$ cat src/rtl/qlm_pkg.sv
package qlm_pkg;

   // per-requester sequencing state
   typedef enum logic [1:0] {
      QS_IDLE = 2'd0,
      QS_WAIT = 2'd1,
      QS_HOLD = 2'd2
   } qstate_e;

endpackage

$ cat src/rtl/qlm_ticket.sv
// Tail index with fetch-and-add: hands consecutive slots to the
// acquires accepted in one cycle, ordered by a fixed priority.
module qlm_ticket #(
   parameter int NUM_REQ   = 8,
   parameter int SLOT_W    = 3,
   parameter bit LOW_FIRST = 1'b1
) (
   input  logic                      clk,
   input  logic                      rst_n,
   input  logic [NUM_REQ-1:0]        accept,
   output logic [NUM_REQ*SLOT_W-1:0] slot_new
);
   localparam int CNT_W = $clog2(NUM_REQ + 1);

   logic [SLOT_W-1:0] tail_q;
   logic [SLOT_W-1:0] tail_d;
   logic [CNT_W-1:0]  total;

   generate
      if (LOW_FIRST) begin : g_low_first
         always_comb begin
            logic [CNT_W-1:0] run;
            run      = '0;
            slot_new = '0;
            for (int i = 0; i < NUM_REQ; i++) begin
               slot_new[i*SLOT_W +: SLOT_W] = tail_q + run[SLOT_W-1:0];
               run = run + CNT_W'(accept[i]);
            end
            total = run;
         end
      end else begin : g_high_first
         always_comb begin
            logic [CNT_W-1:0] run;
            run      = '0;
            slot_new = '0;
            for (int i = NUM_REQ - 1; i >= 0; i--) begin
               slot_new[i*SLOT_W +: SLOT_W] = tail_q + run[SLOT_W-1:0];
               run = run + CNT_W'(accept[i]);
            end
            total = run;
         end
      end
   endgenerate

   assign tail_d = tail_q + total[SLOT_W-1:0];

   always_ff @(posedge clk) begin
      if (!rst_n) tail_q <= '0;
      else        tail_q <= tail_d;
   end

endmodule

$ cat src/rtl/qlm_flags.sv
// Slot flag array: 1 = blocked, 0 = open. Slot 0 starts open.
module qlm_flags #(
   parameter int NUM_REQ = 8
) (
   input  logic               clk,
   input  logic               rst_n,
   input  logic [NUM_REQ-1:0] set_mask,
   input  logic [NUM_REQ-1:0] clr_mask,
   output logic [NUM_REQ-1:0] flags
);
   localparam logic [NUM_REQ-1:0] RESET_FLAGS = ~(NUM_REQ'(1));

   always_ff @(posedge clk) begin
      if (!rst_n) flags <= RESET_FLAGS;
      else        flags <= (flags | set_mask) & ~clr_mask;
   end

endmodule

$ cat src/rtl/qlm_agent.sv
// One requester's view: idle, waiting on its slot, or holding the lock.
module qlm_agent
   import qlm_pkg::*;
#(
   parameter int SLOT_W = 3
) (
   input  logic              clk,
   input  logic              rst_n,
   input  logic              accept,
   input  logic              rel,
   input  logic [SLOT_W-1:0] slot_in,
   input  logic              slot_open,
   output logic              busy,
   output logic              take,
   output logic              give,
   output logic              holding,
   output logic [SLOT_W-1:0] slot_q
);
   qstate_e state_q;

   assign busy    = (state_q != QS_IDLE);
   assign take    = (state_q == QS_WAIT) && slot_open;
   assign give    = (state_q == QS_HOLD) && rel;
   assign holding = (state_q == QS_HOLD);

   always_ff @(posedge clk) begin
      if (!rst_n) begin
         state_q <= QS_IDLE;
         slot_q  <= '0;
      end else begin
         case (state_q)
            QS_IDLE: if (accept) begin
               state_q <= QS_WAIT;
               slot_q  <= slot_in;
            end
            QS_WAIT: if (take) state_q <= QS_HOLD;
            QS_HOLD: if (give) state_q <= QS_IDLE;
            default: state_q <= QS_IDLE;
         endcase
      end
   end

endmodule

$ cat src/rtl/queue_lock_mgr.sv
// Array-based FIFO queuing lock for NUM_REQ requesters.
module queue_lock_mgr #(
   parameter int NUM_REQ   = 8,
   parameter bit LOW_FIRST = 1'b1
) (
   input  logic                                 clk,
   input  logic                                 rst_n,
   input  logic [NUM_REQ-1:0]                   acq_req,
   input  logic [NUM_REQ-1:0]                   rel_req,
   output logic [NUM_REQ-1:0]                   grant,
   output logic [NUM_REQ*$clog2(NUM_REQ)-1:0]   slot_idx
);
   localparam int SLOT_W = $clog2(NUM_REQ);

   generate
      if (NUM_REQ < 2 || (NUM_REQ & (NUM_REQ - 1)) != 0) begin : g_bad_cfg
         $error("queue_lock_mgr: NUM_REQ must be a power of two, at least 2");
      end
   endgenerate

   logic [NUM_REQ-1:0]        busy;
   logic [NUM_REQ-1:0]        accept;
   logic [NUM_REQ-1:0]        take;
   logic [NUM_REQ-1:0]        give;
   logic [NUM_REQ-1:0]        holding;
   logic [NUM_REQ-1:0]        slot_open;
   logic [NUM_REQ-1:0]        flags;
   logic [NUM_REQ-1:0]        set_mask;
   logic [NUM_REQ-1:0]        clr_mask;
   logic [NUM_REQ*SLOT_W-1:0] slot_new;
   logic [SLOT_W-1:0]         slot_q  [NUM_REQ];
   logic [SLOT_W-1:0]         slot_nx [NUM_REQ];

   assign accept = acq_req & ~busy;

   qlm_ticket #(
      .NUM_REQ  (NUM_REQ),
      .SLOT_W   (SLOT_W),
      .LOW_FIRST(LOW_FIRST)
   ) ticket_i (
      .clk     (clk),
      .rst_n   (rst_n),
      .accept  (accept),
      .slot_new(slot_new)
   );

   qlm_flags #(
      .NUM_REQ(NUM_REQ)
   ) flags_i (
      .clk     (clk),
      .rst_n   (rst_n),
      .set_mask(set_mask),
      .clr_mask(clr_mask),
      .flags   (flags)
   );

   generate
      for (genvar i = 0; i < NUM_REQ; i++) begin : g_agent
         assign slot_open[i] = ~flags[slot_q[i]];
         assign slot_nx[i]   = slot_q[i] + SLOT_W'(1);
         assign slot_idx[i*SLOT_W +: SLOT_W] = slot_q[i];

         qlm_agent #(
            .SLOT_W(SLOT_W)
         ) agent_i (
            .clk      (clk),
            .rst_n    (rst_n),
            .accept   (accept[i]),
            .rel      (rel_req[i]),
            .slot_in  (slot_new[i*SLOT_W +: SLOT_W]),
            .slot_open(slot_open[i]),
            .busy     (busy[i]),
            .take     (take[i]),
            .give     (give[i]),
            .holding  (holding[i]),
            .slot_q   (slot_q[i])
         );
      end
   endgenerate

   // taker blocks its own slot; releaser opens the following slot
   always_comb begin
      set_mask = '0;
      clr_mask = '0;
      for (int i = 0; i < NUM_REQ; i++) begin
         if (take[i]) set_mask[slot_q[i]]  = 1'b1;
         if (give[i]) clr_mask[slot_nx[i]] = 1'b1;
      end
   end

   assign grant = holding;

endmodule

$ cat config.mk
export PLATFORM = sky130hd
export DESIGN_NAME = queue_lock_mgr
export DESIGN_NICKNAME = d
export VERILOG_FILES = /design/src/rtl/qlm_pkg.sv /design/src/rtl/qlm_ticket.sv /design/src/rtl/qlm_flags.sv /design/src/rtl/qlm_agent.sv /design/src/rtl/queue_lock_mgr.sv
export SDC_FILE = /design/constraint.sdc
export NUM_CORES = 1
export LEC_CHECK = 0
export BUFFER_PORTS_ARGS = -buffer_cell sky130_fd_sc_hd__clkbuf_2
export CAP_MARGIN = 20
export CELL_PAD_IN_SITES_DETAIL_PLACEMENT = 0
export CELL_PAD_IN_SITES_GLOBAL_PLACEMENT = 1
export CORE_ASPECT_RATIO = 1.5
export CORE_UTILIZATION = 49
export CTS_CLUSTER_DIAMETER = 120
export DETAILED_ROUTE_END_ITERATION = 16
export GPL_TIMING_DRIVEN = 0
export HOLD_SLACK_MARGIN = 0.03
export MAX_ROUTING_LAYER = met4
export PLACE_DENSITY_LB_ADDON = 0.1
export SLEW_MARGIN = 40
export SYNTH_ARGS = -nofsm -noshare
export SYNTH_HDL_FRONTEND = slang
export SYNTH_SLANG_ARGS = --single-unit
$ cat constraint.sdc
create_clock -name clk -period 8.4 [get_ports clk]
set_input_delay 1.68 -clock clk [delete_from_list [all_inputs] [get_ports clk]]
set_output_delay 1.68 -clock clk [all_outputs]
set_load 0.02 [all_outputs]
==> reports/summary.md, run 1 <==
The later pin in the worst-skew pair is clocked with a latency of 0.30 ns. dfxtp_1 takes more of the synthesized area than any other cell. The highest clock rate was 0.185 GHz. The transition at the pin with the smallest max-transition slack is 0.845 ns, and the layout-stage area growth over the synthesis result is 12.4%. After floorplanning, the core was divided into 44 placement rows. The number of global-route vias before repair is 4598.

Total via count after detailed routing: 4851. Among the stages of the critical path, the cell type that occurs most often is ha_1. Max-cap violations in this run came to 0. The largest fanout on the critical path works out to 6. The run gives 1020 sq um as the register cell area after layout.

After layout, the worst path uses 64.4% of the clock period. The top-area cell type share of the netlist area came out at 21.1%. The y dimension of the die works out to 124 um. The signal on the critical path passes through clkbuf_2, nor3b_2, fa_1, ha_1, fa_1, ha_1, ha_1, ha_1, inv_1, fa_1, xnor2_1, nor2_1. The number of standard cells after synthesis was 574; the floorplan die area was 10300 sq um. The mean instance size in the synthesized netlist came out at 8.42 sq um. The post-detailed-route via-to-cell ratio is 6.50, and the count of clock tree sinks is 51.

In this run, post-CTS hold repair placed 0 buffers. The clock network is responsible for 15.1% of the overall power. For the total wire length, the log shows 17.7 mm. The number of hold-slack violations in the final timing report was 0. Clock tree synthesis inserted a total of 5 buffers. The area taken by multi-input logic gates is 3500 sq um, and the switching power as a share of total power is 48.3%. Summed over all nets, the switching power comes to 0.868 mW.

Dividing total power by cell area gives a power density of 331 nW/um^2. Count of unique library cells instantiated by Yosys: 72. The number of antenna repair diodes was 0; the design internal power was 0.931 mW. The number of buffers between clock root and the deepest sink came out at 2.

Detailed placement finished with a half-perimeter wire length of 14.1 mm. After synthesis the netlist holds a flip-flop and latch count of 51. Counting tap cells, the placed design contains a total of 738 instances. The core region is 9630 sq um. For this run the aggregate overflow at the end of global routing stands at 0.

The worst pin sits at a relative slew slack of 43.7%. The die is 83.1 um wide. For the number of setup buffers added after CTS, the log shows 0.

The number of warnings issued by yosys was 0. The net count of the finished layout came out at 684. Combinational logic burns 62.8% of the power. The sequential share of power came out at 22.2%.

The post-synth net total came out at 628. For this run, design rule violations remaining after detail routing come to 0. The worst path required time was 8.57 ns. The largest net degree at the start of global routing is 17, and the global-route total usage across every layer is 35.4%.

Clock-pin slew was measured on the worst setup and hold paths at 0.07 ns. The average wire length per cell after detail routing was 23.8 um. Capturing element type of the critical path: a register. The detail route stage leaves a number of antenna-violating nets equal to 0.

The kind of path behind the tightest hold check was reg -> reg. The run gives 26.2 mm as the wire length of the first global-routing pass. The starting density of the core was 50.2%; the arrival time of the worst setup path was 5.58 ns. CTS built an H-tree with a depth of 2.

Setup repair after global routing left no endpoint under its margin. The initial antenna violation count is 0, and the largest vdd supply drop is 0.262 mV. Most frequently used flop master after synthesis: dfxtp_1.

The run gives 746 as the count of placed standard cells in the final layout, fillers left out. The run gives 4830 sq um as the total standard cell area after synthesis. Total of endpoints with negative setup slack in the final report: 0. Summed over all cells, the static leakage comes to 2.18 nW. By startpoint and endpoint, the worst setup path is classified as in -> reg.

The proportion of register bits with asynchronous set or reset after synthesis was 0%. Kind of start point of the critical path: an input port. The clock arrives with 0.00698 ns of skew. Routability-driven placement finished with a final weighted congestion of 0.971.

The placed instances occupy a cell area of 5230 sq um. The worst-path cell with the longest stage delay is nor3b_2. For this block, the initial DRC count from the detailed router was 440.

The flow ran to the end, and the final reports show no timing, DRC or antenna violations. The count of pins over their slew limit came out at 0. Counting flops with a built-in enable in the synthesized netlist gives 0. Maximum single-stage delay on the critical path: 0.64 ns. Minimum period implied by the final worst setup slack: 5.41 ns. The completed layout was analyzed and its total power is 1.80 mW.

After synthesis, the cell types taking the most area are dfxtp_1, ha_1, mux2i_1. The count of fill cells added during filler insertion came out at 921. The logs give 5430 sq um for the finished layout cell area and 21.1% for the part of the Yosys area used for sequential elements. For this run, the detailed router's first-pass iteration total came to 5.

Port buffering added 49 buffers. TritonCTS built the clock tree. Gates resized during post-CTS repair numbered 0. The cell at the root of the clock tree is clkbuf_16. In the final layout, the share of cells above drive strength 1 is 19.2%. The logs give 0 ns for the final-layout setup total negative slack and 50 for the number of placed I/O pins.
synth_stat cells, types with 12 or more instances:
library cell	n
nand3_1	17
buf_2	23
nor2_1	70
nand3b_1	12
nor3_1	26
nor4_1	20
a21oi_1	14
nand2_1	22
dfxtp_1	51
o21ai_0	13
clkbuf_1	16
xnor2_1	14
mux2i_1	28
inv_1	15
nor2b_1	18
nand2b_1	14
ha_1	26
per-layer routing:
metal / GRT usage, % / wire [um]
met4: 22.2 / 1110
met2: 61.1 / 8830
met3: 3.58 / 779
met5: - / 0
met1: 39.6 / 7030
cell families after synthesis:
logic type      share of synthesized area (%)
mux                                      11.9
flops                                    21.1
buf+inv                                  6.89
compound gates                           13.3
fa+ha+maj                                10.9
xor+xnor                                 5.49
simple gates                             30.4
sequential cells by signal (all words and copies together) (netlist names):
register                 flops
g_agent.agent_i.slot_q      24
ticket_i.tail_q              3
g_agent.agent_i.state_q     16
flags_i.flags                8
worst max-delay path: cells and delay by family:
kind	cells	cell delay [ns]
adders and majority gates	7	2.85
and+or+nand+nor	2	0.69
xor gates and xnor gates	1	0.20
buffers and inverters	2	0.16
final cells by class:
type	count	area share, %
buffer	53	5.02
clock buffer	5	2.30
clock inverter	3	1.24
inverter	16	1.11
multi-input combinational	454	64.4
sequential	51	18.8
tap	115	2.65
timing repair buffer	49	4.52
worst paths after layout:
| kind | start | end | slack (ns) | cells after the start |
|---|---|---|---|---|
| setup / recovery | acq_req[2] | ticket_i.tail_q[2] | 2.99 | 12 |
| hold / removal | g_agent[1].agent_i.state_q[1] | g_agent[1].agent_i.state_q[0] | 0.59 | 1 |
| setup reg to reg | g_agent[2].agent_i.state_q[1] | ticket_i.tail_q[2] | 3.94 | 12 |
| hold reg to reg | g_agent[1].agent_i.state_q[1] | g_agent[1].agent_i.state_q[0] | 0.59 | 1 |
cell usage in the layout, fill, tap and decap left out, types with 8 or more instances in the layout:
cell type   n
clkbuf_2   49
mux2i_1    28
xor2_1     10
nand2b_1   14
clkbuf_1   16
o21ai_0    13
nor3_1     26
buf_2      23
nand2_1    22
nor2b_1    18
fa_1       10
o22ai_1    10
nor2_1     70
nor4_1     20
buf_4      10
mux4_2     10
a21oi_1    14
inv_1      15
nor3b_2     8
ha_1       26
nand3b_1   12
xnor2_1    14
dfxtp_1    51
nand3_1    17
metrics by stage:
step                      setup slack (ns)  utilization, %  hold slack, ns
after global routing                  2.88            56.4           0.615
after global placement                2.47            54.2           0.518
final                                 2.99            56.4           0.591
after detailed placement              2.65            54.3           0.561
after CTS                             2.96            56.3           0.571
after floorplan                       3.03               -           0.475
power groups by stage:
stage	registers (mW)	clock network (mW)	logic, mW
after global routing	0.409	0.279	1.22
after floorplan	0.415	0	0.753
after global placement	0.396	0	1.09
final	0.399	0.271	1.13
after detailed placement	0.401	0	1.11
after CTS	0.396	0.272	1.12
Power figures use the tool's default switching activity.
==> run 2, diff against run 1 <==
- ABC_AREA: unset -> 1
- CORE_UTILIZATION: 49 -> 43
- clock period: 8.4 -> 5.31 ns (I/O delays scaled with it)
==> reports/summary.md, run 2 <==
The tools report the number of rows created at floorplan as 49 (+11%). Worst path required time: 5.55 ns (-3.02 ns). For the TritonCTS buffer count, the log shows 5 (unchanged). The average wire length per cell after detail routing is 18.8 um (-21%). The run gives 1020 sq um (unchanged) as the register cell area after layout. After synthesis, the most frequently instantiated cells are nand2_1, nor2_1, nand4_1. The number of standard cells after synthesis came out at 828 (+44%). Overflow left after global routing: 0 (unchanged). The logs give 402 (-8.6%) for the iteration-0 DRC count of the detailed router and 17 (unchanged) for the largest net degree at the start of global routing. The worst clock skew was 0.00706 ns (+0.0000857 ns). The cell area reported after detailed placement is 5730 sq um (+9.6%), and the global-route total usage across every layer is 32.1% (-3.3 points). In the layout the commonest cells are nand2_1, nor2_1, nand4_1. Flip-flop count of the largest register, all copies and words added: 24 (unchanged). The largest registers in the layout are g_agent.agent_i.slot_q x24, g_agent.agent_i.state_q x16, flags_i.flags x8.

The minimum period implied by the final worst setup slack was 4.61 ns; the number of antenna repair diodes was 0 (unchanged). Sorting the synthesized cells by area gives the leading types as dfxtp_1, nand2_1, nand4_1. The capturing element type of the critical path was a register. The final-layout setup total negative slack was 0 ns (unchanged); the count of placed standard cells in the final layout, fillers left out was 1038 (+39%).

The number of routed nets with antenna violations is 0 (unchanged), and the number of global-route vias before repair is 5563 (+21%). The top-area cell type share of the netlist area is 19.3% (-1.9 points), and the arrival time of the worst setup path is 4.86 ns (-0.72 ns). The transition at the pin with the smallest max-transition slack was 0.843 ns (-0.00186 ns); the part of the Yosys area used for sequential elements was 19.3% (-1.9 points). The tools report the source-to-sink clock delay at the later pin of the worst-skew pair as 0.31 ns (about the same). The post-synthesis register bit count is 51 (unchanged), and the power after layout is 2.86 mW (+59%).

The tools report the count of fill cells added during filler insertion as 1332 (+45%). The share of post-route cells with drive strength above 1 is 18.0% (-1.2 points). The finished layout cell area is 5910 sq um (+8.8%), and the routability congestion estimate from global placement is 0.962 (-0.94%). The cell total after placement was 1030 (+40%).

The flow ran to the end, and the final reports show no timing, DRC or antenna violations. For the post-synth net total, the log shows 882 (+40%). For the worst slack on hold paths, the log shows 0.560 ns (-0.0312 ns). The number of placed I/O pins was 50 (unchanged); the total wire length was 19.5 mm (+10%).

Most repeated cell in the gate-level netlist after synthesis: nand2_1. The cell type contributing the most total cell area after synthesis is dfxtp_1. The register clock-pin slew on the reported worst setup and hold paths works out to 0.08 ns (about the same). The count of pins over their slew limit is 0 (unchanged). The leakage component of the power was 2.86 nW (+31%). The power per unit of standard cell area was 483 nW/um^2 (+46%); the floorplan die area was 12800 sq um (+24%). The most frequently used flop master after synthesis was dfxtp_1. TritonCTS built the clock tree. The mean instance size in the synthesized netlist came out at 6.40 sq um (-24%).

The tools report the cell at the root of the clock tree as clkbuf_16. Leaving out fill and tap cells, the most frequent cell in the layout is nand2_1. The x dimension of the die was 92.6 um (+11%).

The proportion of register bits with asynchronous set or reset after synthesis was 0% (unchanged); the worst-case headroom to the max-slew limit was 43.8% (+0.12 points). The total via count after detailed routing came out at 5815 (+20%). The worst setup path is launched from an input port. The y dimension of the die works out to 138 um (+12%). The remaining design rule violation count is 0 (unchanged), and the count of clock tree sinks is 51 (unchanged). The number of enable-type register cells in the synthesized netlist was 0 (unchanged). The post-detailed-route via-to-cell ratio was 5.60 (-14%); the highest clock rate was 0.217 GHz.

The initial antenna violation count was 0 (unchanged); the H-tree depth was 2 (unchanged). The path class of the tightest hold or removal check is reg -> reg. The number of warnings issued by yosys was 0 (unchanged). The count of unique library cells instantiated by Yosys is 40 (-44%), and the post-CTS resize count is 0 (unchanged). The run gives 5300 sq um (+9.6%) as the total standard cell area after synthesis. The logs give 0 (unchanged) for the number of hold-slack violations in the final timing report and 0.355 mV (+36%) for the largest vdd supply drop.

The largest fanout on the critical path came out at 8 (+2). The final worst-path cycle share works out to 86.9%. The layout-stage area growth over the synthesis result was 11.6%. For the net count of the finished layout, the log shows 938 (+37%). The critical path is of the in -> reg type. More flip-flops sit in one register than any other, and that register is g_agent.agent_i.slot_q.

The run gives 0 (unchanged) as the number of max-cap violations. The number of setup buffers added after CTS was 0 (unchanged). The total of endpoints with negative setup slack in the final report was 0 (unchanged). For the number of hold-repair buffers added at the cts stage, the log shows 0 (unchanged). The tools report the number of buffers between clock root and the deepest sink as 2 (unchanged). The count of TritonRoute iterations in the first routing pass came out at 6 (+1). The wire length of the first global-routing pass came out at 29.6 mm (+13%).

The half-perimeter wire length after placement was 15.7 mm (+12%); the count of port buffers added during placement was 49 (unchanged). For the starting density of the core, the log shows 44.1% (-6.1 points). The placeable core area came out at 12000 sq um (+25%). Setup repair after global routing left no endpoint under its margin. Area taken by multi-input logic gates: 3620 sq um (+3.7%).
[run 2: changes by cell type after synthesis, moves of 24 or more]
cell | previous run | this run
nand2_1 | 22 | 173
nand4_1 | 6 | 84
nand3_1 | 17 | 54
inv_1 | 15 | 78
mux2i_1 | 28 | 0
nor2_1 | 70 | 100
a21oi_1 | 14 | 38
[run 2: final cells by class]
class	count	area share, %
Clock buffer	6	2.35
Sequential cell	51	17.3
Tap cell	153	3.24
Inverter	103	6.67
Timing Repair Buffer	49	4.15
Multi-Input combinational cell	638	61.3
Clock inverter	2	0.656
Buffer	36	4.38
[run 2: logic make-up after synthesis]
group / synth area share, %
flip-flops: 19.3
buffers and inverters: 12.3
AO/OA/AOI/OAI: 8.83
XOR/XNOR: 3.71
adder cells (fa/ha/maj): 9.92
AND/OR/NAND/NOR: 45.9
[run 2: power breakdown]
part           switching, mW  internal [mW]
clock                  0.173          0.238
combinational           1.20          0.610
sequential             0.158          0.474
total                   1.53           1.32
[run 2: final timing paths]
path / start / to / slack, ns / depth (start not counted)
max: acq_req[0] / g_agent[7].agent_i.slot_q[1] / 0.70 / 12
min: g_agent[6].agent_i.slot_q[1] / g_agent[6].agent_i.slot_q[1] / 0.56 / 2
max reg2reg: g_agent[0].agent_i.state_q[0] / g_agent[7].agent_i.slot_q[1] / 1.10 / 12
min reg2reg: g_agent[6].agent_i.slot_q[1] / g_agent[6].agent_i.slot_q[1] / 0.56 / 2
[run 2: critical path: stages]
cell and delay [ns]:
clkbuf_2 0.08, nand2_1 0.29, inv_1 0.18, fa_1 0.53, ha_1 0.21, fa_1 0.53
ha_1 0.38, ha_1 0.36, ha_1 0.35, fa_1 0.58, o21ai_0 0.12, a21oi_1 0.16
[run 2: per-layer routing]
metal | share of wire (%) | vias up | wire length [um] | GRT usage (%)
li1 | - | 2882 | - | -
met3 | 3.5 | 47 | 689 | 2.63
met2 | 52 | 205 | 10200 | 58.7
met5 | 0 | - | 0 | -
met4 | 5.3 | 0 | 1040 | 17.2
met1 | 39 | 2681 | 7650 | 34.2
[run 2: per-stage QoR]
stage	setup slack, ns	utilization, %
after floorplan	1.04	-
after global placement	0.373	47.7
after detailed placement	0.347	47.7
after CTS	0.666	49.2
after global routing	0.571	49.2
final	0.696	49.2
